`src/rtl/dsi_turnaround_pkg.sv`:
```
package dsi_turnaround_pkg;

    typedef enum logic [1:0] {
        PH_IDLE = 2'd0,
        PH_HOLD = 2'd1,
        PH_BTA  = 2'd2,
        PH_RX   = 2'd3
    } phase_e;

    localparam logic [5:0] DT_GEN_RD0  = 6'h04;
    localparam logic [5:0] DT_GEN_RD1  = 6'h14;
    localparam logic [5:0] DT_GEN_RD2  = 6'h24;
    localparam logic [5:0] DT_DCS_RD   = 6'h06;
    localparam logic [5:0] DT_DCS_WR0  = 6'h05;
    localparam logic [5:0] DT_DCS_WR1  = 6'h15;
    localparam logic [5:0] DT_DCS_LWR  = 6'h39;
    localparam logic [7:0] CMD_TEAR_ON = 8'h35;

endpackage

```
`src/rtl/dsi_turnaround_classify.sv`:
```
module dsi_turnaround_classify
    import dsi_turnaround_pkg::*;
(
    input  logic       pkt_sent,
    input  logic [5:0] pkt_dtype,
    input  logic [7:0] pkt_cmd,
    output logic       start
);

    logic is_read;
    logic is_dcs_write;

    always_comb begin
        is_read      = (pkt_dtype == DT_GEN_RD0) || (pkt_dtype == DT_GEN_RD1) ||
                       (pkt_dtype == DT_GEN_RD2) || (pkt_dtype == DT_DCS_RD);
        is_dcs_write = (pkt_dtype == DT_DCS_WR0) || (pkt_dtype == DT_DCS_WR1) ||
                       (pkt_dtype == DT_DCS_LWR);
        start        = pkt_sent && (is_read || (is_dcs_write && (pkt_cmd == CMD_TEAR_ON)));
    end

endmodule

```
`src/rtl/dsi_turnaround_seq.sv`:
```
module dsi_turnaround_seq
    import dsi_turnaround_pkg::*;
#(
    parameter int HOLD_W = 16,
    parameter int BTA_W  = 8,
    parameter int RX_W   = 16
) (
    input  logic              clk,
    input  logic              rst_n,
    input  logic              esc_tick,
    input  logic              start,
    input  logic [HOLD_W-1:0] hold_lim,
    input  logic [BTA_W-1:0]  bta_lim,
    input  logic [RX_W-1:0]   rx_lim,
    input  logic              phy_dir_rx,
    input  logic              rx_lpdt,
    input  logic              rx_valid,
    output logic              bta_req,
    output logic              bta_to_set,
    output logic              rx_to_set
);

    typedef struct packed {
        phase_e            ph;
        logic [HOLD_W-1:0] hold;
        logic [BTA_W-1:0]  bta;
        logic [RX_W-1:0]   rx;
        logic              rx_arm;
    } seq_t;

    seq_t seq_d, seq_q;

    always_comb begin
        seq_d      = seq_q;
        bta_to_set = 1'b0;
        rx_to_set  = 1'b0;
        case (seq_q.ph)
            PH_HOLD: begin
                if (seq_q.hold == hold_lim) begin
                    seq_d.ph  = PH_BTA;
                    seq_d.bta = '0;
                end else if (esc_tick) begin
                    seq_d.hold = seq_q.hold + 1'b1;
                end
            end
            PH_BTA: begin
                if (phy_dir_rx) begin
                    seq_d.ph     = PH_RX;
                    seq_d.rx     = '0;
                    seq_d.rx_arm = 1'b0;
                end else if (seq_q.bta == bta_lim) begin
                    seq_d.ph   = PH_IDLE;
                    bta_to_set = 1'b1;
                end else if (esc_tick) begin
                    seq_d.bta = seq_q.bta + 1'b1;
                end
            end
            PH_RX: begin
                if (!seq_q.rx_arm) begin
                    if (rx_lpdt) begin
                        seq_d.rx_arm = 1'b1;
                        seq_d.rx     = '0;
                    end
                end else if (!rx_valid) begin
                    seq_d.ph = PH_IDLE;
                end else if (seq_q.rx == rx_lim) begin
                    seq_d.ph  = PH_IDLE;
                    rx_to_set = 1'b1;
                end else if (esc_tick) begin
                    seq_d.rx = seq_q.rx + 1'b1;
                end
            end
            default: ;
        endcase
        if (start) begin
            seq_d.ph     = PH_HOLD;
            seq_d.hold   = '0;
            seq_d.bta    = '0;
            seq_d.rx     = '0;
            seq_d.rx_arm = 1'b0;
            bta_to_set   = 1'b0;
            rx_to_set    = 1'b0;
        end
    end

    always_ff @(posedge clk or negedge rst_n) begin
        if (!rst_n) begin
            seq_q <= '{ph: PH_IDLE, hold: '0, bta: '0, rx: '0, rx_arm: 1'b0};
        end else begin
            seq_q <= seq_d;
        end
    end

    assign bta_req = (seq_q.ph == PH_BTA);

    AST_REQ_FROM_HOLD: assert property (@(posedge clk) disable iff (!rst_n)
        $rose(bta_req) |-> $past(seq_q.ph == PH_HOLD));
    AST_DIR_ENDS_REQ: assert property (@(posedge clk) disable iff (!rst_n)
        (seq_q.ph == PH_BTA && phy_dir_rx && !start) |=> (seq_q.ph == PH_RX && !bta_req));
    AST_START_REARMS: assert property (@(posedge clk) disable iff (!rst_n)
        start |=> (seq_q.ph == PH_HOLD && seq_q.hold == '0 && !bta_req));

endmodule

```
`src/rtl/dsi_turnaround_pll.sv`:
```
module dsi_turnaround_pll #(
    parameter int PLL_W = 32
) (
    input  logic             clk,
    input  logic             rst_n,
    input  logic             pll_load,
    input  logic [PLL_W-1:0] pll_time,
    output logic             stable,
    output logic             stable_set
);

    typedef struct packed {
        logic [PLL_W-1:0] cnt;
        logic             run;
        logic             stable;
    } pll_t;

    pll_t pll_d, pll_q;

    always_comb begin
        pll_d      = pll_q;
        stable_set = 1'b0;
        if (pll_load) begin
            pll_d.cnt    = pll_time;
            pll_d.run    = 1'b1;
            pll_d.stable = 1'b0;
        end else if (pll_q.run) begin
            if (pll_q.cnt == '0) begin
                pll_d.run    = 1'b0;
                pll_d.stable = 1'b1;
                stable_set   = 1'b1;
            end else begin
                pll_d.cnt = pll_q.cnt - 1'b1;
            end
        end
    end

    always_ff @(posedge clk or negedge rst_n) begin
        if (!rst_n) begin
            pll_q <= '{cnt: '0, run: 1'b0, stable: 1'b0};
        end else begin
            pll_q <= pll_d;
        end
    end

    assign stable = pll_q.stable;

    AST_LOAD_CLEARS_STABLE: assert property (@(posedge clk) disable iff (!rst_n)
        pll_load |=> !stable);
    AST_RUNNING_NOT_STABLE: assert property (@(posedge clk) disable iff (!rst_n)
        pll_q.run |-> !stable);

endmodule

```
`src/rtl/dsi_turnaround_ctrl.sv`:
```
module dsi_turnaround_ctrl
    import dsi_turnaround_pkg::*;
#(
    parameter int HOLD_W = 16,
    parameter int BTA_W  = 8,
    parameter int RX_W   = 16,
    parameter int PLL_W  = 32
) (
    input  logic              clk,
    input  logic              rst_n,
    input  logic              esc_tick,
    input  logic              pkt_sent,
    input  logic [5:0]        pkt_dtype,
    input  logic [7:0]        pkt_cmd,
    input  logic [HOLD_W-1:0] hold_cnt,
    input  logic [BTA_W-1:0]  bta_limit,
    input  logic [RX_W-1:0]   rx_limit,
    input  logic [PLL_W-1:0]  pll_time,
    input  logic              pll_load,
    input  logic              phy_dir_rx,
    input  logic              rx_lpdt,
    input  logic              rx_valid,
    input  logic [2:0]        sts_clr,
    output logic              bta_req,
    output logic              sts_bta_timeout,
    output logic              sts_rx_timeout,
    output logic              clk_stable,
    output logic              irq_clk_stable,
    output logic              irq
);

    localparam int NFLAG = 3;

    logic             start_w;
    logic             bta_to_w;
    logic             rx_to_w;
    logic             pll_set_w;
    logic [NFLAG-1:0] flag_d, flag_q;

    dsi_turnaround_classify u_classify (
        .pkt_sent  (pkt_sent),
        .pkt_dtype (pkt_dtype),
        .pkt_cmd   (pkt_cmd),
        .start     (start_w)
    );

    dsi_turnaround_seq #(
        .HOLD_W (HOLD_W),
        .BTA_W  (BTA_W),
        .RX_W   (RX_W)
    ) u_seq (
        .clk        (clk),
        .rst_n      (rst_n),
        .esc_tick   (esc_tick),
        .start      (start_w),
        .hold_lim   (hold_cnt),
        .bta_lim    (bta_limit),
        .rx_lim     (rx_limit),
        .phy_dir_rx (phy_dir_rx),
        .rx_lpdt    (rx_lpdt),
        .rx_valid   (rx_valid),
        .bta_req    (bta_req),
        .bta_to_set (bta_to_w),
        .rx_to_set  (rx_to_w)
    );

    dsi_turnaround_pll #(
        .PLL_W (PLL_W)
    ) u_pll (
        .clk        (clk),
        .rst_n      (rst_n),
        .pll_load   (pll_load),
        .pll_time   (pll_time),
        .stable     (clk_stable),
        .stable_set (pll_set_w)
    );

    always_comb begin
        flag_d = (flag_q & ~sts_clr) | {pll_set_w, rx_to_w, bta_to_w};
    end

    always_ff @(posedge clk or negedge rst_n) begin
        if (!rst_n) begin
            flag_q <= '0;
        end else begin
            flag_q <= flag_d;
        end
    end

    assign sts_bta_timeout = flag_q[0];
    assign sts_rx_timeout  = flag_q[1];
    assign irq_clk_stable  = flag_q[2];
    assign irq             = |flag_q;

    AST_READ_STARTS: assert property (@(posedge clk) disable iff (!rst_n)
        (pkt_sent && pkt_dtype == DT_DCS_RD) |-> start_w);
    AST_GENERIC_WRITE_IGNORED: assert property (@(posedge clk) disable iff (!rst_n)
        (pkt_sent && pkt_dtype == 6'h29) |-> !start_w);
    AST_BTA_TIMEOUT_STICKS: assert property (@(posedge clk) disable iff (!rst_n)
        bta_to_w |=> (sts_bta_timeout && !bta_req));
    AST_RX_TIMEOUT_STICKS: assert property (@(posedge clk) disable iff (!rst_n)
        rx_to_w |=> sts_rx_timeout);
    AST_STABLE_RAISES_IRQ: assert property (@(posedge clk) disable iff (!rst_n)
        $rose(clk_stable) |-> (irq_clk_stable && irq));

endmodule

```
`config.mk`:
```
export PLATFORM = sky130hd
export DESIGN_NAME = dsi_turnaround_ctrl
export DESIGN_NICKNAME = d
export VERILOG_FILES = /design/src/rtl/dsi_turnaround_pkg.sv /design/src/rtl/dsi_turnaround_classify.sv /design/src/rtl/dsi_turnaround_seq.sv /design/src/rtl/dsi_turnaround_pll.sv /design/src/rtl/dsi_turnaround_ctrl.sv
export SDC_FILE = /design/constraint.sdc
export NUM_CORES = 1
export LEC_CHECK = 0
export CORE_MARGIN = 3
export CORE_UTILIZATION = 50
export CTS_CLUSTER_DIAMETER = 120
export DETAILED_ROUTE_END_ITERATION = 7
export DONT_BUFFER_PORTS = 1
export SYNTH_ARGS = -nofsm -noshare
export SYNTH_HDL_FRONTEND = slang
export SYNTH_SLANG_ARGS = --single-unit
```
`constraint.sdc`:
```
create_clock -name clk -period 3.2 [get_ports clk]
set_input_delay 0.16 -clock clk [delete_from_list [all_inputs] [get_ports clk]]
set_output_delay 0.16 -clock clk [all_outputs]
set_load 0.01 [all_outputs]
```
Word level (Yosys, flattened, before mapping)
Index checks and enable logic that the tools add are counted. W data, S select, Z words.

Logic and storage cells: 108. Output and inout bits: 6. Register bits: 80.

Reduce and logical (&&, ||, !) cells: 24. Bitwise operators: 3. Add/subtract/negate cells: 4. Equality and inequality tests: 28. Muxes and demuxes: 40.

Operators with widths (count): $mux W16 (7); $mux W34 (2); $mux W43 (1); $mux W17 (2); $pmux W17 S2 (1); $add A16 B1 Y16 const B (2); $eq A16 B16 Y1 (2); $logic_not A32 Y1 (1); $mux W32 (1); $mux W8 (4); $sub A32 B1 Y32 const B (1); $eq A6 B3 Y1 const B (3); $pmux W8 S2 (1); $ne A3 B2 Y1 const B (5); $mux W2 (7); $mux W1 (13); $eq A6 B5 Y1 const B (2); $eq A6 B6 Y1 const B (2); $ne A4 B4 Y1 const B (3); $reduce_and A5 Y1 (2); $add A8 B1 Y8 const B (1); $eq A8 B6 Y1 const B (1); $eq A8 B8 Y1 (1); $ne A4 B3 Y1 const B (2); other kinds (18) (32).

Logic depth before layout (Yosys ltp)
Gate-level depths: netlist of the first run.

Depth in word-level cells: 8. Gate-level depth with buffers: 10. Mapped depth without buffers: 8.

Hierarchy
Synthesis of the first run repeated with hierarchy kept, for this count alone.

Cell total of the unflattened synthesis: 578. Area, all modules: 5119.9 sq um.

Modules (own cells, without submodules): dsi_turnaround_seq (times used 1, area an instance 2780.2 sq um, cells an instance 307); dsi_turnaround_pll (times used 1, area an instance 2132.0 sq um, cells an instance 249); dsi_turnaround_ctrl (times used 1, area an instance 116.4 sq um, cells an instance 10); dsi_turnaround_classify (times used 1, area an instance 91.3 sq um, cells an instance 12).

Worst setup path after synthesis of the first run
OpenSTA, ideal clock, no wires.

Kind: flip-flop to flip-flop. Start point: register u_pll.pll_q[16] (netlist name). End point: register u_pll.pll_q[13] (netlist name). Slack: 0.581 ns. Setup time: 0.119 ns. Stages on the path, launching flop included: 9. Arrival time: 2.501 ns. Cell sequence: dfrtp_1 -> or4_4 -> or4_4 -> or4_1 -> buf_6 -> o21ai_4 -> buf_6 -> a21oi_1 -> o21ba_1.

Word-level cells in the longest chain between the ends: 3.

RTL lines: start, declared (line dsi_turnaround_pll.sv:18) `pll_t pll_d, pll_q;`; start signal, assigned (line dsi_turnaround_pll.sv:40) `pll_q <= '{cnt: '0, run: 1'b0, stable: 1'b0};`; start signal, assigned (line dsi_turnaround_pll.sv:42) `pll_q <= pll_d;`; $logic_not A32 Y1 (line dsi_turnaround_pll.sv:28) `if (pll_q.cnt == '0) begin`; $ne A2 B2 Y1 (no line); $reduce_and A2 Y1 (no line).

No other way between the ends. A chain may end at the register's enable or synchronous reset.

Worst setup path in the final report of the first run
Start point: register u_pll.pll_q[16] (netlist name). End point: register u_pll.pll_q[14] (netlist name).

Same word-level chain as after synthesis.

==> impl_metrics.env, run 1 <==
export IMPL_fp_coreArea_um2=9860
export IMPL_die_width_um=107
export IMPL_pin_count=103
export IMPL_ir_drop_v=0.000223
export IMPL_tns_ns=0
export IMPL_period_share_pct=90.2
export IMPL_grt_pass1_vias=4620
export IMPL_rsz0062_at_grt="no"
export IMPL_hold_depth=2
export IMPL_nNetsFinal=728
export IMPL_post_cts_setup_buffers=0
export IMPL_cts_tree="yes"
export IMPL_fp_dieH_um=107
export IMPL_drtPass1Iterations=5
export IMPL_slew_limit_headroom_pct=45.8
export IMPL_dp_hpwl_um=9220
export IMPL_async_flop_share_pct=100
export IMPL_synth_top_area_share_pct=39.3
export IMPL_grt_pass1_wl_um=22200
export IMPL_rows=36
export IMPL_syn_inst=601
export IMPL_final_common_cell="dfrtp_1"
export IMPL_cts_buffer_depth=2
export IMPL_worst_skew_pair_late_latency_ns=0.37
export IMPL_grtUsageTotal_pct=24.0
export IMPL_clockRootBuffer="clkbuf_8"
export IMPL_r2r_start="u_pll.pll_q[16]$_DFFE_PN0P_"
export IMPL_avgViaCountPerCell=6.15
export IMPL_holdWs_ns=0.00846
export IMPL_die_area_um2=11400
export IMPL_outcome="finished clean"
export IMPL_synth_yosys_seq_area_share_pct=39.3
export IMPL_endpoint_kind="register"
export IMPL_ant_nets=0
export IMPL_cellPowerDensity_nw_per_um2=435
export IMPL_drt_total_wl_um=13300
export IMPL_h_tree_depth=3
export IMPL_reg2reg_depth=7
export IMPL_grt_overflow_total=0
export IMPL_grt_antenna_before_repair=0
export IMPL_synth_ff_latch_count=80
export IMPL_grt_max_degree=81
export IMPL_synth_avg_cell_area_um2=8.48
export IMPL_synth_warning_count=0
export IMPL_hold_viol=0
export IMPL_path_clk_slew_ns=0.09
export IMPL_place_gp_congestion=0.945
export IMPL_startpoint_type="register"
export IMPL_drive_gt1_share_pct=5.71
export IMPL_syn_nets=703
export IMPL_hold_path_class="primary input to register"
export IMPL_finalNonFillerCells=764
export IMPL_num_fill_cells=908
export IMPL_max_slew_worst_pin_slew_ns=0.811
export IMPL_drc=0
export IMPL_synthTopCellsByArea="dfrtp_1 39%, xor2_1 7.7%, o21ai_0 5.7%, a21oi_1 4.3%, nand2_1 4.2%"
export IMPL_min_to="u_pll.pll_q[24]$_DFFE_PN0P_"
export IMPL_period_needed_ns=2.89
export IMPL_skew_ns=0.0151
export IMPL_routedWlPerCell_um=17.5
export IMPL_numCtsBuffers=9
export IMPL_netlist_area_um2=5100
export IMPL_crit_required_ns=3.47
export IMPL_drv_cap=0
export IMPL_slew_viol_final=0
export IMPL_setup_worst_path_class="register to register"
export IMPL_n_antenna_cell=0
export IMPL_ys_types=60
export IMPL_path_max_fanout=16
export IMPL_tritoncts_num_sinks=80
export IMPL_place_port_buffers=0
export IMPL_drtIter0Drc=200
export IMPL_dp_cells=718
export IMPL_synth_top_cell_by_area="dfrtp_1"
export IMPL_synth_edf_count=0
export IMPL_r2r_end="u_pll.pll_q[14]$_DFFE_PN0P_"
export IMPL_ys_flop_type="dfrtp_1"
export IMPL_hold_start="pll_time[22]"
export IMPL_areaGrowthSynthToFinish_pct=13.0
export IMPL_setup_viol=0
export IMPL_start_util_pct=51.7
export IMPL_max_freq_mhz=346
export IMPL_num_vias=4701
export IMPL_rrSetupSlack_ns=0.31
export IMPL_leakagePower_nw=2.41
export IMPL_final_cell_mix="80 x dfrtp_1, 58 x o21ai_0, 57 x nand2_1"
export IMPL_arrival_ns=3.15
-- report_power, final --
part           internal [mW]  switching [mW]
registers               1.10           0.138
logic                  0.188           0.204
clock network          0.484           0.384
total                   1.78           0.726
-- timing repair --
| item | 4_1_cts | 5_1_grt |
|---|---|---|
| gates resized for setup | 0 | 0 |
| hold buffers | 30 | 0 |
| hold endpoints to repair | 106 | 0 |
| endpoints found under the setup margin | 0 | 0 |
-- layout make-up --
| class | instances | area [µm²] | area share [%] |
|---|---|---|---|
| Multi-Input combinational cell | 475 | 2890 | 50.3 |
| Sequential cell | 80 | 2000 | 34.8 |
| Clock inverter | 4 | 76.3 | 1.33 |
| Inverter | 21 | 78.8 | 1.37 |
| Tap cell | 133 | 166 | 2.89 |
| Timing Repair Buffer | 39 | 385 | 6.69 |
| Clock buffer | 12 | 155 | 2.69 |
-- state kept, by name, indices dropped and copies added, names as in the netlist --
signal,flops
flag_q,3
u_pll.pll_q,33
u_pll.stable,1
u_seq.seq_q,43
-- worst max-delay path, cell delays in order (launching register included) --
cell     delay (ns)
dfrtp_1        0.45
or4_4          0.59
or4_4          0.52
or4_1          0.58
buf_4          0.24
inv_1          0.12
nor2_1         0.06
o221a_2        0.23
-- stage by stage --
stage / total power, mW / util (%) / setup slack (ns) / instance area, µm²
after floorplan: 1.51 / - / 0.581 / 5100
after global placement: 1.58 / 52.8 / 0.377 / 5210
after detailed placement: 1.60 / 52.8 / 0.334 / 5210
after CTS: 2.52 / 58.4 / 0.326 / 5760
after global routing: 2.64 / 58.4 / 0.248 / 5760
final: 2.50 / 58.4 / 0.313 / 5760
-- worst max-delay path by stage --
stage,depth (start not counted),slack [ns],startpoint,end
6_report,7,0.31,u_pll.pll_q[16]$_DFFE_PN0P_,u_pll.pll_q[14]$_DFFE_PN0P_
5_1_grt,7,0.25,u_pll.pll_q[16]$_DFFE_PN0P_,u_pll.pll_q[14]$_DFFE_PN0P_
4_1_cts,7,0.33,u_pll.pll_q[16]$_DFFE_PN0P_,u_pll.pll_q[14]$_DFFE_PN0P_
3_5_place_dp,7,0.33,u_pll.pll_q[16]$_DFFE_PN0P_,u_pll.pll_q[14]$_DFFE_PN0P_
3_3_place_gp,7,0.38,u_pll.pll_q[16]$_DFFE_PN0P_,u_pll.pll_q[14]$_DFFE_PN0P_
2_1_floorplan,8,0.58,u_pll.pll_q[16]$_DFFE_PN0P_,u_pll.pll_q[13]$_DFFE_PN0P_
-- cell families (layout without fill, tap and decap cells) --
| group | after synthesis | in the layout | synth area share (%) |
|---|---|---|---|
| AND/OR/NAND/NOR | 242 | 242 | 24.9 |
| AO/OA/AOI/OAI | 179 | 179 | 22.1 |
| flip-flops | 80 | 80 | 39.3 |
| XOR/XNOR | 46 | 46 | 7.90 |
| buffers and inverters | 46 | 76 | 3.95 |
| adder cells (fa/ha/maj) | 5 | 5 | 1.23 |
| multiplexers | 3 | 3 | 0.638 |
-- routing by layer --
metal | vias to the layer above | GRT usage [%] | wire length, µm
met1 | 2258 | 30.0 | 5840
met2 | 133 | 41.0 | 6540
met4 | 0 | 9.32 | 202
met3 | 17 | 4.70 | 756
met5 | - | 0 | 0
li1 | 2293 | - | -
-- Yosys cell counts, drive strengths merged, types with 2 or more instances --
library cell and instances:
a21boi 2, a21o 4, a21oi 44, a221oi 3, a22o 2, a22oi 7
a311oi 4, a31oi 7, a32oi 4, and2 4, and3 12, and4 4
and4b 2, buf 6, clkbuf 19, dfrtp 80, ha 5, inv 21
mux2 2, nand2 57, nand2b 6, nand3 22, nand4 17, nor2 49
nor2b 3, nor3 15, nor3b 3, nor4 21, nor4b 2, nor4bb 2
o211ai 4, o21a 5, o21ai 59, o21ba 2, o221a 2, o22ai 4
o31a 2, o31ai 12, o32ai 2, o41ai 3, or3 6, or4 14
xor2 45
Note: power is estimated with default switching activity, not from simulation.
==> inputs of run 2 (changes only) <==
--- a/config.mk
+++ b/config.mk
@@ -7,9 +7,11 @@
 export LEC_CHECK = 0
 export CORE_MARGIN = 3
 export CORE_UTILIZATION = 50
+export CTS_BUF_LIST = sky130_fd_sc_hd__clkbuf_16
 export CTS_CLUSTER_DIAMETER = 120
 export DETAILED_ROUTE_END_ITERATION = 7
 export DONT_BUFFER_PORTS = 1
+export REMOVE_ABC_BUFFERS = 1
 export SYNTH_ARGS = -nofsm -noshare
 export SYNTH_HDL_FRONTEND = slang
 export SYNTH_SLANG_ARGS = --single-unit
==> run 2 against run 1 <==
Sequential power is essentially flat. Combinational power fell by 3%. Cell count shrank 1.7%. Clock skew is 0.0078 ns lower. Largest power group unchanged. Routed wire length grew 0.22%. Critical path depth unchanged. Sequential share of layout area is 0.52 points higher. Sequential cell count stayed put. Critical path type unchanged. Final area down 1.5%.
==> impl_metrics.env, run 2 (synthesis results as in run 1) <==
export IMPL_p_clk_share_pct=37.9
export IMPL_combinationalPowerShare_pct=14.6
export IMPL_nNetsFinal=715
export IMPL_p_switching_uw=739
export IMPL_dp_hpwl_um=9470
export IMPL_crit_path_frequent_cell="or4_1"
export IMPL_num_vias=4649
export IMPL_drtPass1Iterations=5
export IMPL_numCtsBuffers=9
export IMPL_rsz0062_at_grt="no"
export IMPL_slew_limit_headroom_pct=47.0
export IMPL_startpoint_type="register"
export IMPL_grtUsageTotal_pct=23.7
export IMPL_crit_chain="or4_1 -> or4_1 -> or4_1 -> buf_4 -> inv_1 -> nor2_1 -> o221a_2"
export IMPL_setup_worst_path_class="register to register"
export IMPL_p_total_mw=2.61
export IMPL_path_delay_family="simple AND/OR/NAND/NOR gates"
export IMPL_start_util_pct=51.7
export IMPL_drc=0
export IMPL_cpMaxStageDelayCell="or4_1"
export IMPL_routedWlPerCell_um=17.8
export IMPL_grt_antenna_before_repair=0
export IMPL_drive_gt1_share_pct=5.34
export IMPL_rows=36
export IMPL_grt_pass1_wl_um=21900
export IMPL_reg_top3="u_seq.seq_q (43), u_pll.pll_q (33), flag_q (3)"
export IMPL_ir_drop_v=0.000258
export IMPL_cts_buffer_depth=2
export IMPL_n_antenna_cell=0
export IMPL_largest_register_ffs=43
export IMPL_clockRootBuffer="clkbuf_16"
export IMPL_ant_nets=0
export IMPL_place_gp_congestion=0.866
export IMPL_die_area_um2=11400
export IMPL_arrival_ns=3.14
export IMPL_worst_skew_pair_late_latency_ns=0.34
export IMPL_cellPowerDensity_nw_per_um2=461
export IMPL_die_width_um=107
export IMPL_tns_ns=0
export IMPL_top_register="u_seq.seq_q"
export IMPL_grt_pass1_vias=4443
export IMPL_slew_viol_final=0
export IMPL_max_slew_worst_pin_slew_ns=0.794
export IMPL_leakagePower_nw=2.39
export IMPL_grt_overflow_total=0
export IMPL_areaGrowthSynthToFinish_pct=11.3
export IMPL_cts_tree="yes"
export IMPL_endpoint_kind="register"
export IMPL_path_clk_slew_ns=0.06
export IMPL_avgViaCountPerCell=6.19
export IMPL_post_cts_setup_buffers=0
export IMPL_hold_viol=0
export IMPL_drtIter0Drc=215
export IMPL_p_seq_share_pct=47.5
export IMPL_setup_viol=0
export IMPL_internal_power_mw=1.87
export IMPL_outcome="finished clean"
export IMPL_tritoncts_num_sinks=80
export IMPL_place_port_buffers=0
export IMPL_fp_coreArea_um2=9860
export IMPL_h_tree_depth=3
export IMPL_path_max_fanout=15
export IMPL_holdWs_ns=0.0108
export IMPL_swShare_pct=28.3
export IMPL_drv_cap=0
export IMPL_hold_path_class="primary input to register"
export IMPL_crit_required_ns=3.42
export IMPL_dp_cells=719
export IMPL_finalNonFillerCells=751
export IMPL_final_common_cell="dfrtp_1"
export IMPL_fp_dieH_um=107
export IMPL_max_freq_mhz=343
export IMPL_period_needed_ns=2.92
export IMPL_grt_max_degree=81
export IMPL_drt_total_wl_um=13400
export IMPL_pin_count=103
export IMPL_period_share_pct=91.2
export IMPL_max_stage_delay_ns=0.65
export IMPL_skew_ns=0.00729
export IMPL_final_cell_mix="80 x dfrtp_1, 58 x o21ai_0, 57 x nand2_1"
export IMPL_critical_path_buf_inv_count=2
==> run 2: changes by cell type in the layout (fill, tap and decap cells not counted), moves of 4 or more <==
| cell | delta |
|---|---|
| clkinv_1 | +4 |
| clkbuf_8 | -11 |
| clkbuf_16 | +9 |
| dlygate4sd3_1 | -14 |
==> run 2: what timing repair did <==
action / 4_1_cts / 5_1_grt
setup endpoints to repair: 0 / 0
endpoints found under the hold margin: 93 / 0
resized for setup: 0 / 0
hold buffers: 16 / 0
==> run 2: worst paths after layout <==
kind                                        startpoint                          end  slack (ns)  cells past startpoint
max                        u_pll.pll_q[26]$_DFFE_PN0P_  u_pll.pll_q[14]$_DFFE_PN0P_        0.28                      7
min                                       pll_time[24]  u_pll.pll_q[26]$_DFFE_PN0P_        0.01                      2
max reg2reg                u_pll.pll_q[26]$_DFFE_PN0P_  u_pll.pll_q[14]$_DFFE_PN0P_        0.28                      7
min reg2reg                u_pll.pll_q[12]$_DFFE_PN0P_  u_pll.pll_q[12]$_DFFE_PN0P_        0.51                      1
max in group asynchronous                        rst_n  u_pll.pll_q[31]$_DFFE_PN0P_        2.48                      2
min in group asynchronous                        rst_n   u_seq.seq_q[4]$_DFFE_PN0P_        0.40                      2
==> run 2: cell type report <==
type / count / area, µm²
clock buffer: 9 / 225
clock inverter: 7 / 53.8
fill: 889 / 4190
inverter: 21 / 78.8
multi-input combinational: 475 / 2890
sequential: 80 / 2000
tap: 133 / 166
timing repair buffer: 26 / 253
==> run 2: layer usage <==
layer  vias to the layer above  global-route usage (%)  part of all wire (%)
li1                       2269                       -                     -
met1                      2236                    31.9                    44
met2                       130                    38.4                    49
met3                        14                    5.30                   6.3
met4                         0                    6.85                   1.2
met5                         -                       0                     0
==> run 2: worst register-to-register path: cells and delay by family, from the launching register on <==
kind	cells	cell delay (ns)
and+or+nand+nor	4	1.76
DFF	1	0.45
buffers and inverters	2	0.37
AOI/OAI and AO/OA	1	0.23
==> run 2: power by group through the flow <==
stage,registers (mW),logic (mW),clock network (mW)
finish,1.24,0.381,0.992
global route,1.26,0.437,1.06
floorplan,1.22,0.280,0
detailed placement,1.26,0.344,0
CTS,1.24,0.386,1.01
global placement,1.25,0.334,0
==> run 2: through the flow <==
step | utilization (%) | setup slack [ns] | instance area, µm²
after floorplan | - | 0.339 | 4970
after CTS | 57.5 | 0.303 | 5670
after detailed placement | 52.9 | 0.307 | 5220
final | 57.5 | 0.281 | 5670
after global placement | 52.9 | 0.348 | 5220
after global routing | 57.5 | 0.171 | 5670
